--- config.mk ---
export PLATFORM = sky130hd
export DESIGN_NAME = acc_alu
export DESIGN_NICKNAME = d
export VERILOG_FILES = /design/src/rtl/acc_alu_pkg.sv /design/src/rtl/alu_arith.sv /design/src/rtl/alu_bitops.sv /design/src/rtl/alu_bcd.sv /design/src/rtl/acc_alu.sv
export SDC_FILE = /design/constraint.sdc
export NUM_CORES = 1
export LEC_CHECK = 0
export ABC_AREA = 0
export BUFFER_PORTS_ARGS = -buffer_cell sky130_fd_sc_hd__buf_2
export CORE_MARGIN = 3
export CORE_UTILIZATION = 50
export CTS_BUF_LIST = sky130_fd_sc_hd__clkbuf_4 sky130_fd_sc_hd__clkbuf_8
export DETAILED_ROUTE_END_ITERATION = 6
export GPL_ROUTABILITY_DRIVEN = 0
export PLACE_DENSITY = 0.72
export SETUP_SLACK_MARGIN = 0.2
export SYNTH_ARGS = -nofsm -noshare
export SYNTH_HDL_FRONTEND = slang
export SYNTH_SLANG_ARGS = --single-unit
--- constraint.sdc ---
create_clock -name clk -period 3.2 [get_ports clk]
set_clock_uncertainty 0.05 [all_clocks]
set_input_delay 0 -clock clk [delete_from_list [all_inputs] [get_ports clk]]
set_output_delay 0 -clock clk [all_outputs]
set_load 0.005 [all_outputs]
--- src/rtl/acc_alu_pkg.sv ---
package acc_alu_pkg;

  typedef enum logic [3:0] {
    OP_ADD  = 4'd0,
    OP_ADDC = 4'd1,
    OP_SUBB = 4'd2,
    OP_INC  = 4'd3,
    OP_DEC  = 4'd4,
    OP_AND  = 4'd5,
    OP_OR   = 4'd6,
    OP_XOR  = 4'd7,
    OP_CPL  = 4'd8,
    OP_CLR  = 4'd9,
    OP_RL   = 4'd10,
    OP_RR   = 4'd11,
    OP_RLC  = 4'd12,
    OP_RRC  = 4'd13,
    OP_SWAP = 4'd14,
    OP_DA   = 4'd15
  } alu_op_e;

  typedef struct packed {
    logic c;
    logic ac;
    logic ov;
  } alu_flags_t;

endpackage

--- src/rtl/alu_arith.sv ---
module alu_arith
  import acc_alu_pkg::*;
#(
  parameter int DATA_W = 8
) (
  input  alu_op_e             op,
  input  logic [DATA_W-1:0]   a,
  input  logic [DATA_W-1:0]   b,
  input  alu_flags_t          flg_i,
  output logic [DATA_W-1:0]   res,
  output alu_flags_t          flg_o
);
  localparam int NIB_W = DATA_W / 2;

  logic [DATA_W-1:0] addend;
  logic              cin;
  logic [NIB_W:0]    lo_sum;
  logic [DATA_W-1:0] mid_sum;
  logic [DATA_W:0]   full_sum;
  logic              c_top, c_mid, c_lo;

  // one shared adder; subtraction uses the inverted operand and inverted borrow
  always_comb begin
    addend = b;
    cin    = 1'b0;
    unique case (op)
      OP_ADDC: cin = flg_i.c;
      OP_SUBB: begin addend = ~b; cin = ~flg_i.c; end
      OP_INC:  begin addend = '0; cin = 1'b1; end
      OP_DEC:  begin addend = '1; cin = 1'b0; end
      default: ;
    endcase
  end

  assign lo_sum   = {1'b0, a[NIB_W-1:0]} + {1'b0, addend[NIB_W-1:0]} + {{NIB_W{1'b0}}, cin};
  assign mid_sum  = {1'b0, a[DATA_W-2:0]} + {1'b0, addend[DATA_W-2:0]} + {{(DATA_W-1){1'b0}}, cin};
  assign full_sum = {1'b0, a} + {1'b0, addend} + {{DATA_W{1'b0}}, cin};
  assign c_top    = full_sum[DATA_W];
  assign c_mid    = mid_sum[DATA_W-1];
  assign c_lo     = lo_sum[NIB_W];
  assign res      = full_sum[DATA_W-1:0];

  always_comb begin
    flg_o = flg_i;
    if (op == OP_ADD || op == OP_ADDC) begin
      flg_o.c  = c_top;
      flg_o.ac = c_lo;
      flg_o.ov = c_mid ^ c_top;
    end else if (op == OP_SUBB) begin
      flg_o.c  = ~c_top;
      flg_o.ac = ~c_lo;
      flg_o.ov = c_mid ^ c_top;
    end
  end
endmodule

--- src/rtl/alu_bitops.sv ---
module alu_bitops
  import acc_alu_pkg::*;
#(
  parameter int DATA_W = 8
) (
  input  alu_op_e             op,
  input  logic [DATA_W-1:0]   a,
  input  logic [DATA_W-1:0]   b,
  input  alu_flags_t          flg_i,
  output logic [DATA_W-1:0]   res,
  output alu_flags_t          flg_o
);
  localparam int NIB_W = DATA_W / 2;

  always_comb begin
    flg_o = flg_i;
    res   = a;
    unique case (op)
      OP_AND:  res = a & b;
      OP_OR:   res = a | b;
      OP_XOR:  res = a ^ b;
      OP_CPL:  res = ~a;
      OP_CLR:  res = '0;
      OP_RL:   res = {a[DATA_W-2:0], a[DATA_W-1]};
      OP_RR:   res = {a[0], a[DATA_W-1:1]};
      OP_RLC:  begin res = {a[DATA_W-2:0], flg_i.c}; flg_o.c = a[DATA_W-1]; end
      OP_RRC:  begin res = {flg_i.c, a[DATA_W-1:1]}; flg_o.c = a[0]; end
      OP_SWAP: res = {a[NIB_W-1:0], a[DATA_W-1:NIB_W]};
      default: ;
    endcase
  end
endmodule

--- src/rtl/alu_bcd.sv ---
module alu_bcd
  import acc_alu_pkg::*;
#(
  parameter int DATA_W = 8
) (
  input  logic [DATA_W-1:0]   a,
  input  alu_flags_t          flg_i,
  output logic [DATA_W-1:0]   res,
  output alu_flags_t          flg_o
);
  localparam int NIB_W = DATA_W / 2;
  localparam logic [DATA_W:0] LO_ADJ = (DATA_W+1)'(6);
  localparam logic [DATA_W:0] HI_ADJ = LO_ADJ << NIB_W;
  localparam logic [NIB_W-1:0] DIGIT_MAX = NIB_W'(9);

  logic            lo_fix, hi_fix;
  logic [DATA_W:0] step1, step2;

  assign lo_fix = (a[NIB_W-1:0] > DIGIT_MAX) || flg_i.ac;
  assign step1  = {1'b0, a} + (lo_fix ? LO_ADJ : '0);
  assign hi_fix = (step1[DATA_W-1:NIB_W] > DIGIT_MAX) || flg_i.c || step1[DATA_W];
  assign step2  = {1'b0, step1[DATA_W-1:0]} + (hi_fix ? HI_ADJ : '0);
  assign res    = step2[DATA_W-1:0];

  always_comb begin
    flg_o   = flg_i;
    flg_o.c = flg_i.c | step1[DATA_W] | step2[DATA_W];
  end
endmodule

--- src/rtl/acc_alu.sv ---
module acc_alu
  import acc_alu_pkg::*;
#(
  parameter int DATA_W = 8,
  parameter int OP_W   = 4
) (
  input  logic              clk,
  input  logic              rst,
  input  logic              en_i,
  input  logic [OP_W-1:0]   op_i,
  input  logic [DATA_W-1:0] acc_i,
  input  logic [DATA_W-1:0] opnd_i,
  input  logic              c_i,
  input  logic              ac_i,
  input  logic              ov_i,
  output logic [DATA_W-1:0] res_o,
  output logic              c_o,
  output logic              ac_o,
  output logic              ov_o
);
  alu_op_e           op;
  alu_flags_t        flg_in;
  logic [DATA_W-1:0] ar_res, bo_res, da_res, nxt_res;
  alu_flags_t        ar_flg, bo_flg, da_flg, nxt_flg;

  assign op     = alu_op_e'(op_i);
  assign flg_in = '{c: c_i, ac: ac_i, ov: ov_i};

  alu_arith #(.DATA_W(DATA_W)) u_arith (
    .op(op), .a(acc_i), .b(opnd_i), .flg_i(flg_in), .res(ar_res), .flg_o(ar_flg));

  alu_bitops #(.DATA_W(DATA_W)) u_bitops (
    .op(op), .a(acc_i), .b(opnd_i), .flg_i(flg_in), .res(bo_res), .flg_o(bo_flg));

  alu_bcd #(.DATA_W(DATA_W)) u_bcd (
    .a(acc_i), .flg_i(flg_in), .res(da_res), .flg_o(da_flg));

  always_comb begin
    if (op == OP_DA) begin
      nxt_res = da_res; nxt_flg = da_flg;
    end else if (op <= OP_DEC) begin
      nxt_res = ar_res; nxt_flg = ar_flg;
    end else begin
      nxt_res = bo_res; nxt_flg = bo_flg;
    end
  end

  always_ff @(posedge clk) begin
    if (rst) begin
      res_o <= '0;
      c_o   <= 1'b0;
      ac_o  <= 1'b0;
      ov_o  <= 1'b0;
    end else if (en_i) begin
      res_o <= nxt_res;
      c_o   <= nxt_flg.c;
      ac_o  <= nxt_flg.ac;
      ov_o  <= nxt_flg.ov;
    end
  end


  hold_when_idle_chk: assert property (@(posedge clk) disable iff (rst)
    !en_i |=> $stable(res_o) && $stable(c_o) && $stable(ac_o) && $stable(ov_o));


  add_sum_chk: assert property (@(posedge clk) disable iff (rst)
    en_i && op == OP_ADD |=> {c_o, res_o} == ({1'b0, $past(acc_i)} + {1'b0, $past(opnd_i)}));


  subb_diff_chk: assert property (@(posedge clk) disable iff (rst)
    en_i && op == OP_SUBB |=>
      res_o == ($past(acc_i) - $past(opnd_i) - {{(DATA_W-1){1'b0}}, $past(c_i)}));


  step_keeps_flags_chk: assert property (@(posedge clk) disable iff (rst)
    en_i && (op == OP_INC || op == OP_DEC) |=>
      c_o == $past(c_i) && ac_o == $past(ac_i) && ov_o == $past(ov_i));


  logic_keeps_flags_chk: assert property (@(posedge clk) disable iff (rst)
    en_i && op >= OP_AND && op <= OP_CLR |=>
      c_o == $past(c_i) && ac_o == $past(ac_i) && ov_o == $past(ov_i));


  rlc_carry_chk: assert property (@(posedge clk) disable iff (rst)
    en_i && op == OP_RLC |=> c_o == $past(acc_i[DATA_W-1]) && res_o[0] == $past(c_i));


  da_never_clears_chk: assert property (@(posedge clk) disable iff (rst)
    en_i && op == OP_DA && c_i |=> c_o);
endmodule

# After elaboration in Yosys (flattened, before gate mapping)
# Index checks and enable logic that the tools add are counted.
# W data, S select, Z words.
# totals
regBits,11
latchBits,0
ram_bits,0
mem_bits_ro,0
inputBits,26
output_inout_bits,11
word_cells,58
mem_count,0
# classes
add_sub_neg,8
n_mul,0
div_mod_pow,0
order_cmp,3
eq_ne,15
shifts,0
mux,12
n_bitwise,11
reduce_logical,5
# op_table
op,count
$pmux W8 S10,1
$eq A4 B4 Y1 const B,8
$pmux W8 S3,1
$add A8 B9 Y9,2
$eq A4 B3 Y1 const B,4
$mux W8,2
$not A8 Y8,2
$mux W3,5
$add A8 B8 Y9,1
$add A9 B1 Y9,1
$add A7 B7 Y8,1
$add A8 B1 Y8,1
$and A8 B8 Y8,1
$eq A4 B2 Y1 const B,2
$gt A4 B4 Y1 const B,2
$or A8 B8 Y8,1
$xor A8 B8 Y8,1
$mux W7,1
$add A4 B4 Y5,1
$add A5 B1 Y5,1
$eq A4 B1 Y1 const B,1
$le A4 B3 Y1 const B,1
$logic_not A4 Y1,1
$logic_or A1 B1 Y1,4
other kinds (5),8

# Longest topological paths before layout
# logic_depth
depth_word,11
mapped_depth,17
ltp_nobuf,16

# Hierarchy
# Synthesis repeated with hierarchy kept, for this count alone.
# hier_totals
cells_unflattened,399
area_unflattened_um2,2984.1
# modules_own_cells
module,instances,cells_each,area_per_inst_um2,seq_area_each_um2
alu_bitops,1,164,1112.3,0.0
acc_alu,1,104,889.6,220.2
alu_arith,1,82,599.3,0.0
alu_bcd,1,49,382.9,0.0

# Least setup slack after synthesis
# OpenSTA, ideal clock, no wires.
# synth_timing
path_kind,input to register
from,in op_i[1]
to,reg c_o
setup_time_ps,103
arrival_ps,2788
t_required_ps,3047
setup_slack_ps,259
path_stages,13
path_buffers,3
cell_sequence,buf_6 > clkbuf_1 > buf_2 > mux2i_1 > or2_2 > fa_1 > fa_1 > nand2b_1 > a21oi_1 > o22ai_1 > mux2i_1 > o311ai_0 > a2111oi_2
# synth_between
elab_chain_cells,9
elab_cells_between_ends,20
classes_between,2 x add/sub; 1 x order compare; 7 x eq/ne; 7 x mux; 1 x bitwise; 2 x reduce/logical
# synth_rtl
item,line,text
from (decl),acc_alu.sv:10,"input logic [OP_W-1:0] op_i,"
$eq A4 B3 Y1 (tied with other cells),alu_arith.sv:26,unique case (op)
$pmux W8 S3,alu_arith.sv:26,
$add A8 B8 Y9,alu_arith.sv:37,"assign full_sum = {1'b0, a} + {1'b0, addend} + {{DATA_W{1'b0}}, cin};"
$add A9 B1 Y9,alu_arith.sv:37,
$not A1 Y1,alu_arith.sv:50,flg_o.c = ~c_top;
$mux W3,alu_arith.sv:49,end else if (op == OP_SUBB) begin
$mux W3,alu_arith.sv:45,if (op == OP_ADD || op == OP_ADDC) begin
$mux W3,acc_alu.sv:41,end else if (op <= OP_DEC) begin
$mux W3 (*),acc_alu.sv:39,if (op == OP_DA) begin
to (signal assigned),acc_alu.sv:56,c_o <= nxt_flg.c;
to (decl),acc_alu.sv:17,"output logic c_o,"
# Mark *: on every way between the ends. The rest lies on a longest branch, timed or not.
# A chain may end at the register's enable or synchronous reset.

# Final worst setup path
# layout_timing
from,in acc_i[2]
to,reg res_o[7]
# layout_between
elab_chain_cells,10
elab_cells_between_ends,13
classes_between,4 x add/sub; 2 x order compare; 4 x mux; 3 x reduce/logical
# layout_rtl
item,line,text
from (decl),acc_alu.sv:11,"input logic [DATA_W-1:0] acc_i,"
$gt A4 B4 Y1,alu_bcd.sv:19,assign lo_fix = (a[NIB_W-1:0] > DIGIT_MAX) || flg_i.ac;
$logic_or A1 B1 Y1,alu_bcd.sv:19,
$mux W3,alu_bcd.sv:20,"assign step1 = {1'b0, a} + (lo_fix ? LO_ADJ : '0);"
$add A8 B9 Y9,alu_bcd.sv:20,
$gt A4 B4 Y1,alu_bcd.sv:21,assign hi_fix = (step1[DATA_W-1:NIB_W] > DIGIT_MAX) || flg_i.c || step1[DATA_W];
$logic_or A1 B1 Y1 (2 in a row),alu_bcd.sv:21,
$mux W7,alu_bcd.sv:22,"assign step2 = {1'b0, step1[DATA_W-1:0]} + (hi_fix ? HI_ADJ : '0);"
$add A8 B9 Y9,alu_bcd.sv:22,
$mux W8 (*),acc_alu.sv:39,
to (signal assigned),acc_alu.sv:55,res_o <= nxt_res;
to (decl),acc_alu.sv:16,"output logic [DATA_W-1:0] res_o,"
# Marked as above.

==> impl_metrics.tcl <==
set metrics [dict create \
    insertion_delay_ns 0.24 \
    synth_ff_type "dfxtp_1" \
    finalHoldViolations 1 \
    wirelength_um 7350 \
    yosys_warnings 0 \
    worstHoldPathCells 3 \
    critPathKind "input pin to register" \
    grt_max_degree 26 \
    dieArea_mm2 0.00553 \
    crit_required_ns 3.28 \
    period_minus_slack_ns 2.84 \
    slew_violations 0 \
    cts_tree "built" \
    ant_nets 0 \
    final_area_mm2 0.00264 \
    end_kind "register" \
    grt_use_total_pct 27.1 \
    path_clk_slew_ns 0.05 \
    first_pass_iters 5 \
    grt_pass1_vias 2307 \
    hold_start "ov_i" \
    powerDensity_mw_per_mm2 269 \
    grt_overflow_total 0 \
    grt_pass1_wl_um 11600 \
    worstSetupStartpoint "acc_i[2]" \
    ys_ff_latch 11 \
    die_w_um 74.4 \
    rows 24 \
    worstPathMaxFanout 9 \
    hold_path.class "input pin to register" \
    ys_seq_area_share_pct 9.43 \
    reg2reg_depth 5 \
    htree_levels 1 \
    wire_per_inst_um 17.9 \
    violations "hold timing" \
    syn-cell-area_mm2 0.00234 \
    r2r-start "res_o[5]$_SDFFE_PP0P_" \
    cts_buffers 3 \
    netlist_instances 325 \
    p_total_w 0.000711 \
    rsz0062_at_grt "no" \
    arrival_ns 2.92 \
    fmax_mhz 352 \
    dpl_cell_area_mm2 0.00257 \
    finalCritPeriodShare_pct 88.7 \
    vias_per_cell 6.40 \
    mappedNetlistNets 382 \
    die_y_um 74.4 \
    dp_hpwl_um 5690 \
    worst_pin_slew_ns 0.596 \
    dr_total_vias 2623 \
    finalSetupTns_ns 0 \
    layoutNonFillerInstCount 410 \
    area_growth_pct 13.0 \
    leakagePower_nw 1.22 \
    nNetsFinal 416 \
    cap_violations 0 \
    antenna_found_initial 0 \
    port_buffers 36 \
    ioPinCount 37 \
    avgSynthCellArea_um2 7.19 \
    start_kind "input pin" \
    drcViolationCount 0 \
    cts-root-buf "clkbuf_8" \
    fp.coreArea_mm2 0.00444 \
    whs_ns -0.00261 \
    cts_buffer_depth 2 \
    start_util_pct 52.6 \
    synth-async-reset-ratio_pct 0 \
    antenna_cells 0 \
    synth_cell_types 59 \
    outcome "complete, but fails checks" \
    drtIter0Drc 413 \
    ir_worst_vdd_uv 200 \
    dp.cells 405 \
    drive_gt1_share_pct 20.4 \
    maxSlewHeadroom_pct 60.1 \
    setup_viol 0 \
    synth-edff-count 0 \
    cts_sinks 11 \
]
-- layer usage --
| layer | wire [um] | GRT usage [%] |
|---|---|---|
| met1 | 3230 | 38.8 |
| met2 | 3230 | 42.1 |
| met3 | 646 | 4.05 |
| met4 | 241 | 8.30 |
| met5 | 0 | 0 |
-- synthesized netlist by cell type, drive strengths merged, types with 7 or more instances --
cell | number | area [um2]
nand2 | 24 | 90.1
mux2i | 8 | 80.1
buf | 18 | 109
dfxtp | 11 | 220
inv | 29 | 109
o21ai | 25 | 125
xnor2 | 7 | 61.3
a21oi | 33 | 165
o22a | 9 | 78.8
ha | 27 | 338
nor3 | 11 | 60.1
nor2 | 28 | 105
-- per-stage QoR --
step	hold WS, ns	utilization, %	setup WS [ns]
floorplan	0.111	-	0.259
global placement	0.230	57.7	0.131
detailed placement	0.238	57.7	0.0963
CTS	0.00264	59.1	0.351
global route	0.0165	59.4	0.197
finish	-0.00261	59.4	0.361
-- cell usage in the layout, fill, tap and decap left out, types with 4 or more instances in the layout --
| master | instances |
|---|---|
| a31oi_1 | 5 |
| buf_2 | 35 |
| nor2_1 | 28 |
| a21oi_1 | 32 |
| xnor2_1 | 7 |
| or2_2 | 4 |
| nand2b_1 | 4 |
| nor3_1 | 9 |
| o21ai_0 | 22 |
| dfxtp_1 | 11 |
| ha_1 | 26 |
| buf_4 | 15 |
| a22oi_1 | 4 |
| fa_1 | 4 |
| nand2_1 | 24 |
| o22ai_1 | 5 |
| o22a_1 | 9 |
| nor2b_1 | 5 |
| inv_1 | 28 |
| mux2i_1 | 8 |
| o21a_1 | 5 |
-- worst max-delay path: stages --
cell	delay, ns
clkbuf_4	0.18
o21ai_1	0.11
nand2b_1	0.13
ha_2	0.21
inv_1	0.05
fa_1	0.41
nand3b_4	0.22
nor3_2	0.12
a21oi_1	0.06
nor2_1	0.17
or2_2	0.15
ha_1	0.15
inv_1	0.05
fa_1	0.38
xnor2_1	0.16
o21ai_0	0.11
o221a_2	0.26
-- cell type report --
class                   count  area, um2
multi-input cells         262       1890
fillers                   430       1810
inverters                  29        109
repair buffers             52        305
clock buffers               4       48.8
flip-flops and latches     11        220
well taps                  52       65.1
-- final timing paths --
kind	endpoint	slack (ns)
setup / recovery	res_o[7]$_SDFFE_PP0P_	0.36
hold / removal	ov_o$_SDFFE_PP0P_	-0.003
setup reg to reg	res_o[5]$_SDFFE_PP0P_	1.83
hold reg to reg	res_o[3]$_SDFFE_PP0P_	0.40
-- registers in the layout, summed over array words and instances (netlist names) --
signal,count
c_o,1
ov_o,1
res_o,8
ac_o,1
-- cells by family after synthesis --
kind of cell / share of synthesized area, %
flops: 9.43
mux: 3.91
fa+ha+maj: 17.9
xor+xnor: 4.45
simple gates: 19.8
compound gates: 34.4
buf+inv: 10.1
-- where the power goes --
group	internal, W	total (W)	switching [W]	leakage [nW]
clock network	0.0000962	0.000151	0.0000551	0.0262
logic	0.000169	0.000404	0.000235	1.10
registers	0.000150	0.000156	0.00000597	0.0908
total	0.000415	0.000711	0.000296	1.22
-- what timing repair did --
| item | 4_1_cts | 5_1_grt |
|---|---|---|
| endpoints found under the setup margin | 0 | 2 |
| setup buffers | 0 | 0 |
| hold buffers | 1 | 0 |
| gates resized for setup | 0 | 6 |
| endpoints found under the hold margin | 5 | 0 |
No activity file was read; power rests on OpenSTA's default activity.
